File: config.mk
export PLATFORM = sky130hd
export DESIGN_NAME = orf_adder
export DESIGN_NICKNAME = d
export VERILOG_FILES = /design/src/rtl/orf_pkg.sv /design/src/rtl/orf_align.sv /design/src/rtl/orf_smadd.sv /design/src/rtl/orf_pack.sv /design/src/rtl/orf_adder.sv
export SDC_FILE = /design/constraint.sdc
export NUM_CORES = 1
export LEC_CHECK = 0
export BUFFER_PORTS_ARGS = -buffer_cell sky130_fd_sc_hd__buf_2
export CORE_ASPECT_RATIO = 1.5
export CORE_MARGIN = 2
export CORE_UTILIZATION = 45
export CTS_CLUSTER_SIZE = 12
export DETAILED_ROUTE_END_ITERATION = 7
export PLACE_DENSITY = 0.74
export SLEW_MARGIN = 5
export SYNTH_ARGS = -nofsm -noshare
export SYNTH_HDL_FRONTEND = slang
export SYNTH_SLANG_ARGS = --single-unit
File: constraint.sdc
create_clock -name clk -period 18.73 [get_ports clk]
set_input_delay 2.8095 -clock clk [delete_from_list [all_inputs] [get_ports clk]]
set_output_delay 2.8095 -clock clk [all_outputs]
set_load 0.02 [all_outputs]
File: src/rtl/orf_pkg.sv
// Shared constants, word type and exponent decode for the octal-radix adder.
// Assumes a spare top bit, two sign bits, an exponent magnitude and an
// integer mantissa made of whole octal digits.
package orf_pkg;
    localparam int DIG_W        = 3;
    localparam int MAN_DIGITS   = 13;
    localparam int EXP_W        = 6;
    localparam int MAN_W        = DIG_W * MAN_DIGITS;
    localparam int WORD_W       = MAN_W + EXP_W + 3;
    localparam int EV_W         = EXP_W + 2;
    localparam int EXP_MAX      = (1 << EXP_W) - 1;
    localparam int SHIFT_STAGES = $clog2(MAN_DIGITS);

    typedef struct packed {
        logic             spare;
        logic             msign;
        logic             esign;
        logic [EXP_W-1:0] emag;
        logic [MAN_W-1:0] mmag;
    } oword_t;

    // Turn a sign/magnitude exponent into a two's-complement value.
    function automatic logic signed [EV_W-1:0] exp_value(input logic s, input logic [EXP_W-1:0] m);
        logic signed [EV_W-1:0] v;
        v = $signed({2'b00, m});
        return s ? -v : v;
    endfunction
endpackage

File: src/rtl/orf_align.sv
// Exponent compare and octal alignment. The operand with the smaller
// exponent is shifted right by whole digits through a log-depth shifter.
// Assumes exponents lie in -EXP_MAX..EXP_MAX.
module orf_align
    import orf_pkg::*;
(
    input  logic [MAN_W-1:0]        a_mant,
    input  logic [MAN_W-1:0]        b_mant,
    input  logic                    a_sign,
    input  logic                    b_sign,
    input  logic signed [EV_W-1:0]  a_exp,
    input  logic signed [EV_W-1:0]  b_exp,
    output logic [MAN_W-1:0]        big_mant,
    output logic                    big_sign,
    output logic [MAN_W-1:0]        sml_mant,
    output logic                    sml_sign,
    output logic signed [EV_W-1:0]  big_exp,
    output logic                    lost
);
    logic             a_big;
    logic [EV_W-1:0]  diff;
    logic [MAN_W-1:0] raw;
    logic [MAN_W-1:0] stage [SHIFT_STAGES+1];

    // Pick the larger exponent and the distance between the two exponents.
    always_comb begin
        a_big    = (a_exp >= b_exp);
        diff     = a_big ? EV_W'(a_exp - b_exp) : EV_W'(b_exp - a_exp);
        big_mant = a_big ? a_mant : b_mant;
        big_sign = a_big ? a_sign : b_sign;
        big_exp  = a_big ? a_exp  : b_exp;
        raw      = a_big ? b_mant : a_mant;
        sml_sign = a_big ? b_sign : a_sign;
    end

    assign stage[0] = raw;

    // One stage per bit of the digit distance, each stage moving 2^k digits.
    generate
        for (genvar k = 0; k < SHIFT_STAGES; k++) begin : g_shift
            assign stage[k+1] = diff[k] ? (stage[k] >> (DIG_W * (1 << k))) : stage[k];
        end
    endgenerate

    // Drop the operand completely once it is a full mantissa width away.
    always_comb begin
        sml_mant = (diff >= EV_W'(MAN_DIGITS)) ? '0 : stage[SHIFT_STAGES];
        lost     = (raw != '0) && (sml_mant == '0);
    end
endmodule

File: src/rtl/orf_smadd.sv
// Signed-magnitude adder for aligned mantissas. The result carries one
// extra bit for carry-out. Assumes both inputs are magnitudes of equal width.
module orf_smadd
    import orf_pkg::*;
(
    input  logic [MAN_W-1:0] big_mant,
    input  logic             big_sign,
    input  logic [MAN_W-1:0] sml_mant,
    input  logic             sml_sign,
    output logic [MAN_W:0]   sum,
    output logic             sum_sign
);
    // Add like signs; for unlike signs, subtract the smaller magnitude from the larger.
    always_comb begin
        if (big_sign == sml_sign) begin
            sum      = {1'b0, big_mant} + {1'b0, sml_mant};
            sum_sign = big_sign;
        end else if (big_mant >= sml_mant) begin
            sum      = {1'b0, big_mant - sml_mant};
            sum_sign = big_sign;
        end else begin
            sum      = {1'b0, sml_mant - big_mant};
            sum_sign = sml_sign;
        end
    end
endmodule

File: src/rtl/orf_pack.sv
// Result packing: one-digit rescale on carry-out, overflow saturation and
// canonical zero. Assumes the incoming exponent is at most EXP_MAX.
module orf_pack
    import orf_pkg::*;
(
    input  logic [MAN_W:0]          sum,
    input  logic                    sum_sign,
    input  logic signed [EV_W-1:0]  big_exp,
    output logic [WORD_W-1:0]       word,
    output logic                    ovf
);
    logic                   carry;
    logic [MAN_W-1:0]       mant;
    logic signed [EV_W-1:0] e;
    logic [EV_W-1:0]        e_mag;
    oword_t                 w;

    // Rescale by one digit on carry and build the output fields.
    always_comb begin
        carry = sum[MAN_W];
        mant  = carry ? MAN_W'(sum[MAN_W:DIG_W]) : sum[MAN_W-1:0];
        e     = big_exp + $signed({{(EV_W-1){1'b0}}, carry});
        ovf   = (e > $signed(EV_W'(EXP_MAX)));
        if (e < 0) e_mag = EV_W'(-e);
        else       e_mag = EV_W'(e);
        w = '0;
        if (mant != '0) begin
            w.msign = sum_sign;
            if (ovf) begin
                w.emag = '1;
                w.mmag = '1;
            end else begin
                w.esign = (e < 0);
                w.emag  = e_mag[EXP_W-1:0];
                w.mmag  = mant;
            end
        end
        word = w;
    end
endmodule

File: src/rtl/orf_adder.sv
// Top of the octal-radix shared-format adder. Decodes both words, applies
// the subtract select, aligns, adds, packs, and registers the result one
// cycle after the strobe. Assumes callers keep the spare bit for their own use.
module orf_adder
    import orf_pkg::*;
(
    input  logic              clk,
    input  logic              rst_n,
    input  logic              in_valid,
    input  logic [WORD_W-1:0] in_a,
    input  logic [WORD_W-1:0] in_b,
    input  logic              in_sub,
    output logic              out_valid,
    output logic [WORD_W-1:0] out_result,
    output logic              out_ovf,
    output logic              out_unf
);
    oword_t                 wa, wb;
    logic signed [EV_W-1:0] ea, eb, big_exp;
    logic [MAN_W-1:0]       big_mant, sml_mant;
    logic                   big_sign, sml_sign, lost, sum_sign, ovf;
    logic [MAN_W:0]         sum;
    logic [WORD_W-1:0]      word;

    // Field decode; subtraction flips the second mantissa sign.
    always_comb begin
        wa = oword_t'(in_a);
        wb = oword_t'(in_b);
        ea = exp_value(wa.esign, wa.emag);
        eb = exp_value(wb.esign, wb.emag);
    end

    orf_align u_align (
        .a_mant  (wa.mmag),
        .b_mant  (wb.mmag),
        .a_sign  (wa.msign),
        .b_sign  (wb.msign ^ in_sub),
        .a_exp   (ea),
        .b_exp   (eb),
        .big_mant(big_mant),
        .big_sign(big_sign),
        .sml_mant(sml_mant),
        .sml_sign(sml_sign),
        .big_exp (big_exp),
        .lost    (lost)
    );

    orf_smadd u_add (
        .big_mant(big_mant),
        .big_sign(big_sign),
        .sml_mant(sml_mant),
        .sml_sign(sml_sign),
        .sum     (sum),
        .sum_sign(sum_sign)
    );

    orf_pack u_pack (
        .sum     (sum),
        .sum_sign(sum_sign),
        .big_exp (big_exp),
        .word    (word),
        .ovf     (ovf)
    );

    // Output register: capture on strobe, pulse valid for one cycle.
    always_ff @(posedge clk) begin
        if (!rst_n) begin
            out_valid  <= 1'b0;
            out_result <= '0;
            out_ovf    <= 1'b0;
            out_unf    <= 1'b0;
        end else begin
            out_valid <= in_valid;
            if (in_valid) begin
                out_result <= word;
                out_ovf    <= ovf;
                out_unf    <= lost;
            end
        end
    end
endmodule

**After elaboration in Yosys (flattened, before gate mapping)**

Cells that the tools add are included.

- RAM bits: 0
- Word-level logic and storage cells: 46
- Output and inout port bits: 51
- Latch bits: 0
- Register bits: 50
- Input port bits: 100
- ROM bits: 0
- Memories kept: 0

- Mux-type cells: 22
- Equality and inequality tests: 1
- Magnitude comparators: 5
- Shifts and indexed selects: 0
- Reductions and logical operators: 4
- Bitwise logic cells: 1
- Divide/modulo/power cells: 0
- Multipliers: 0
- $add $sub $neg: 9

Operators by type and width:

| operator | count |
|---|---|
| 39-bit 2-to-1 mux | 9 |
| 39-bit nonzero test | 2 |
| 39-bit subtractor | 2 |
| 47-bit 2-to-1 mux | 1 |
| 45-bit 2-to-1 mux | 1 |
| 39-bit by 39-bit adder with 40-bit output | 1 |
| 40-bit 2-to-1 mux | 1 |
| 39-bit greater-or-equal comparator | 1 |
| 39-bit logical NOT | 1 |
| 8-bit 2-to-1 mux | 4 |
| 6-bit negator with 8-bit output | 2 |
| 8-bit subtractor | 2 |
| 8-bit by 2-bit adder with 8-bit output | 1 |
| 8-bit by 4-bit greater-or-equal comparator with 1-bit output (second input constant) | 1 |
| 8-bit greater-or-equal comparator | 1 |
| 8-bit by 7-bit greater-than comparator with 1-bit output (second input constant) | 1 |
| 8-bit by 1-bit less-than comparator with 1-bit output (second input constant) | 1 |
| 6-bit 2-to-1 mux | 1 |
| 6-bit negator | 1 |
| 1-bit 2-to-1 mux | 5 |
| 1-bit equality test | 1 |
| 1-bit logical AND | 1 |
| 1-bit XOR | 1 |

**Depth between registers and ports, before layout**

- Depth after elaboration: 17
- Gate-level depth with buffers: 43
- Mapped depth without buffers: 36

**Cells and area by module**

Synthesis repeated with hierarchy kept, for this count alone.

- Cells, all modules: 2,066
- Area total of the unflattened synthesis: 14,667.8 um2

By module, submodules not included:

| module | instances | area an instance (um2) | cells each | sequential area each (um2) |
|---|---|---|---|---|
| orf_smadd | 1 | 7,091.8 | 1,076 | 0.0 |
| orf_align | 1 | 4,175.3 | 613 | 0.0 |
| orf_adder | 1 | 2,192.1 | 202 | 1,021.0 |
| orf_pack | 1 | 1,208.7 | 175 | 0.0 |

**Least setup slack after synthesis**

No wires, ideal clock.

- Path type: input port to flip-flop
- Start point: in in_b[39]
- End point: reg out_result[38]
- Path buffers: 6
- Setup time: 0.116 ns
- Data arrival time: 10.867 ns
- Stages on the path: 36
- Data required time: 18.614 ns
- Slack: 7.747 ns
- Path through: or4_1 > o21ai_1 > xor2_2 > inv_1 > ha_1 > a21oi_1 > o211a_1 > nor2_1 > a21oi_2 > mux2i_1 > clkbuf_1 > buf_2 > a221oi_1 > a21oi_1 > nand3_1 > ha_1 > nand3b_1 > a2111oi_2 > o2111ai_1 > a31oi_1 > a31oi_1 > o31a_1 > buf_2 > inv_2 > clkbuf_1 > clkbuf_1 > ha_1 > ha_1 > nand4_1 > nor2_1 > xnor2_1 > and2b_1 > buf_4 > a211oi_1 > nor2_1 > o211a_1

- Word-level cells in the longest chain between the ends: 15
- Elaborated cells on any way between the ends: 30
- Those cells by class: add/sub: 7; order compare: 4; eq/ne: 1; mux: 17; reduce/logical: 1

RTL lines:

| element | RTL line | source |
|---|---|---|
| start, declared | orf_adder.sv:11 | `input logic [WORD_W-1:0] in_b,` |
| 6-bit negator with 8-bit output | orf_pkg.sv:26 | `return s ? -v : v;` |
| 8-bit 2-to-1 mux * | orf_pkg.sv:26 |  |
| branches (longest 12 deep; another with 39-bit by 39-bit adder with 40-bit output) | -- |  |
| 47-bit 2-to-1 mux * | orf_pack.sv:27 | `if (mant != '0) begin` |
| end signal, assigned | orf_adder.sv:75 | `out_result <= word;` |
| end, declared | orf_adder.sv:14 | `output logic [WORD_W-1:0] out_result,` |

Mark *: on every way between the ends.
A chain may end at the register's enable or synchronous reset.

**Final worst setup path**

- Start point: in in_b[39]
- End point: reg out_result[0]

The elaborated chain is that of the path after synthesis.

==> implementation parameters <==
Parameter                              Value

Die
  Initial Util    45.5%
  Total I/O pin count    151
  Die Span X    150 um
  Vert. Die Dim    223 um
  Floorplan Core Area    0.0317 mm^2
  Site row count    80
  Total die area    0.0336 mm^2

Placement
  Number of placed instances with taps included    2683
  Final weighted congestion of routability-driven global placement    1.06
  Buffers on Ports    147
  Detailed placer's ending HPWL    50900 um

Worst setup path
  Library cell contributing the largest single delay on the critical path    sky130_fd_sc_hd__mux2_2
  Data required time at the worst endpoint    18.90 ns
  Cell repeated most along the worst path    sky130_fd_sc_hd__ha_1
  Startpoint type of the worst setup path    primary input
  Crit path arrival time    14.54 ns
  Worst-path fanout max    76
  Slowest stage delay, CP    0.84 ns
  Crit. End Element    flip-flop
  Class of the most critical setup path    in -> reg

Yosys
  Count of unique library cells instantiated by Yosys    92
  Warnings from Yosys    0
  Synthesized Nets    2481
  Avg Cell Area, Syn    6.45 um^2
  Ys flop type    sky130_fd_sc_hd__dfxtp_1
  Proportion of synthesized flip-flops having asynchronous set or reset    0%
  Number of enable flip-flop cells after synthesis    0
  Sequential cell area fraction in the yosys report    6.93%
  Cell count after synthesis    2240
  Flip-flop and latch count after synthesis    50
  Netlist area before placement    0.0144 mm^2

GRT
  Global route total overflow    0
  Maximum number of pins on one net before global-route repair    77
  Global routing usage summed across all routing layers    36.4%
  Number of global-route vias before repair    16737
  Global-route wire length before repair    96000 um
  Antenna violations before repair    0

Run status
  Status    finished, final reports clean

Detailed routing
  Detail Route Antenna Nets    0
  Initial drt markers    1536
  Vias per inst    6.62
  Router iterations before antenna repair    5
  Final WL    63200 um
  Vias    17827
  Routed length per placed instance    23.5 um
  Number of DRC violations after detailed routing    0

Pwr
  Worst supply voltage drop on vdd    0.0445 mV
  Leakage Power    7.00 nW
  P per Cell Area    86.2 mW/mm^2

Finish
  Number of filler cells placed in the layout    3350
  Antenna cells    0
  Fraction of final layout cells with drive strength greater than 1    10.2%
  Number of nets in the layout    2521
  Area of the multi-input gates    0.0123 mm^2
  Sequential cell area in the final layout    0.00100 mm^2
  Synth-to-layout area growth    7.67%
  Post-Layout Cell Count    2691

Clock tree
  Clock transition at the registers of the reported paths    0.07 ns
  Clock tree from TritonCTS    yes
  Resized Gates After CTS    0
  Number of H-tree levels    2
  Number of buffers created by CTS    5
  Hold Buf Count CTS    0
  Clock Latency Late Sink    0.31 ns
  CTS Root Cell    sky130_fd_sc_hd__clkbuf_16
  # clock sinks    50
  Setup fix buffers added after clock tree synthesis    0
  Number of buffers between clock root and the deepest sink    2

STA
  Sum of negative setup slack    0 ns
  RSZ-0062 raised after global routing    false
  Rel. slew slack    20.8%
  Actual slew at the worst max-slew pin    1.18 ns
  Shortest clock period the worst path allows after layout    14.36 ns
  Max-slew violations    0
  F_max    69.6 MHz
  Final Hold Violating Endpoints    0
  Clk_skew    0 ns
  Final cycle utilization of the critical path    76.7%
  Final setup vio count    0

Flow run
  # Max-Cap Violations    0

Worst hold path
  HP Class    reg -> reg
Yosys cell counts, types with 19 or more instances:
master	count	area, um^2
sky130_fd_sc_hd__nand2_1	304	1140
sky130_fd_sc_hd__a21oi_1	177	886
sky130_fd_sc_hd__nor2_1	163	612
sky130_fd_sc_hd__inv_1	152	571
sky130_fd_sc_hd__ha_1	136	1700
sky130_fd_sc_hd__o21ai_0	109	546
sky130_fd_sc_hd__clkbuf_1	87	327
sky130_fd_sc_hd__nor3_1	72	360
sky130_fd_sc_hd__mux2i_1	69	691
sky130_fd_sc_hd__nand3_1	66	330
sky130_fd_sc_hd__a211oi_1	62	465
sky130_fd_sc_hd__dfxtp_1	50	1000
sky130_fd_sc_hd__nor2b_1	48	300
sky130_fd_sc_hd__o21ai_1	48	240
sky130_fd_sc_hd__o22ai_1	40	250
sky130_fd_sc_hd__nor4_1	39	244
sky130_fd_sc_hd__xnor2_1	39	342
sky130_fd_sc_hd__buf_2	37	185
sky130_fd_sc_hd__nand4_1	31	194
sky130_fd_sc_hd__o211ai_1	31	233
sky130_fd_sc_hd__or3_1	30	188
sky130_fd_sc_hd__o21bai_1	29	218
sky130_fd_sc_hd__a31oi_1	28	175
sky130_fd_sc_hd__a21o_1	26	195
sky130_fd_sc_hd__and2_1	26	163
sky130_fd_sc_hd__and3_1	20	125
sky130_fd_sc_hd__nand2b_1	20	125
sky130_fd_sc_hd__o31ai_1	19	143
per-stage QoR:
stage / hold slack [ns] / util (%) / area, um^2 / total power, mW / worst slack [ns]
detailed placement: 0.437 / 48.5 / 15400 / 1.20 / 4.43
CTS: 0.445 / 49.0 / 15600 / 1.31 / 4.71
finish: 0.440 / 49.0 / 15600 / 1.34 / 4.37
global route: 0.466 / 49.0 / 15600 / 1.42 / 3.91
floorplan: 0.524 / - / 14400 / 0.871 / 7.75
global placement: 0.433 / 48.5 / 15400 / 1.19 / 4.59
per-layer routing:
metal	GRT usage, %	up-vias	wire, um
met5	0	-	0
met4	22.5	0	4610
met3	5.56	219	4920
met2	62.8	960	30400
met1	41.3	8428	23200
li1	-	8220	-
path summary, 6_finish.rpt:
path | startpoint | endpoint | slack (ns) | cells past startpoint
hold reg to reg | out_result[17]$_SDFFE_PN0P_ | out_result[17]$_SDFFE_PN0P_ | 0.44 | 2
setup reg to reg | out_result[22]$_SDFFE_PN0P_ | out_result[22]$_SDFFE_PN0P_ | 17.89 | 3
setup / recovery | in_b[39] | out_result[0]$_SDFFE_PN0P_ | 4.37 | 35
hold / removal | out_result[17]$_SDFFE_PN0P_ | out_result[17]$_SDFFE_PN0P_ | 0.44 | 2
flip-flops by register name (all words and copies together) (netlist names):
register and flops:
out_ovf 1, out_result 47, out_unf 1, out_valid 1
area by class of cell:
type / count / area share [%]
well taps: 410 / 3.30
inverters: 154 / 3.72
flip-flops and latches: 50 / 6.43
repair buffers: 176 / 6.13
multi-input cells: 1893 / 79.4
clock inverters: 2 / 0.241
clock buffers: 6 / 0.828
report_power, final:
part	switching, mW	total, mW	internal, mW
logic	0.745	1.09	0.350
clock network	0.0463	0.110	0.0633
registers	0.00946	0.136	0.127
total	0.801	1.34	0.540
logic make-up (layout without fill, tap and decap cells):
group	count (synthesis)	count (layout)	share of synthesized area (%)
simple gates	889	889	30.1
fa+ha+maj	141	141	12.5
other cells	1	1	0.0260
flops	50	50	6.93
compound gates	722	722	32.7
xor+xnor	60	60	3.79
buf+inv	297	338	8.19
mux	80	80	5.79
placed cells by master (no fill, tap or decap), drive strengths merged, types with 40 or more instances in the layout:
cell	count
mux2i	69
nand2	304
dfxtp	50
xnor2	40
nor2b	48
o22ai	40
ha	136
inv	154
a211oi	63
buf	176
o21ai	158
nor2	163
nor3	73
nand3	66
a21oi	178
worst max-delay path: cells and delay by family:
kind            cells  cell delay [ns]
compound gates     13             4.64
simple gates        6             1.50
fa+ha+maj           5             1.89
mux                 1             0.84
buf+inv             8             2.16
xor+xnor            2             0.59
No activity file was read; power rests on OpenSTA's default activity.
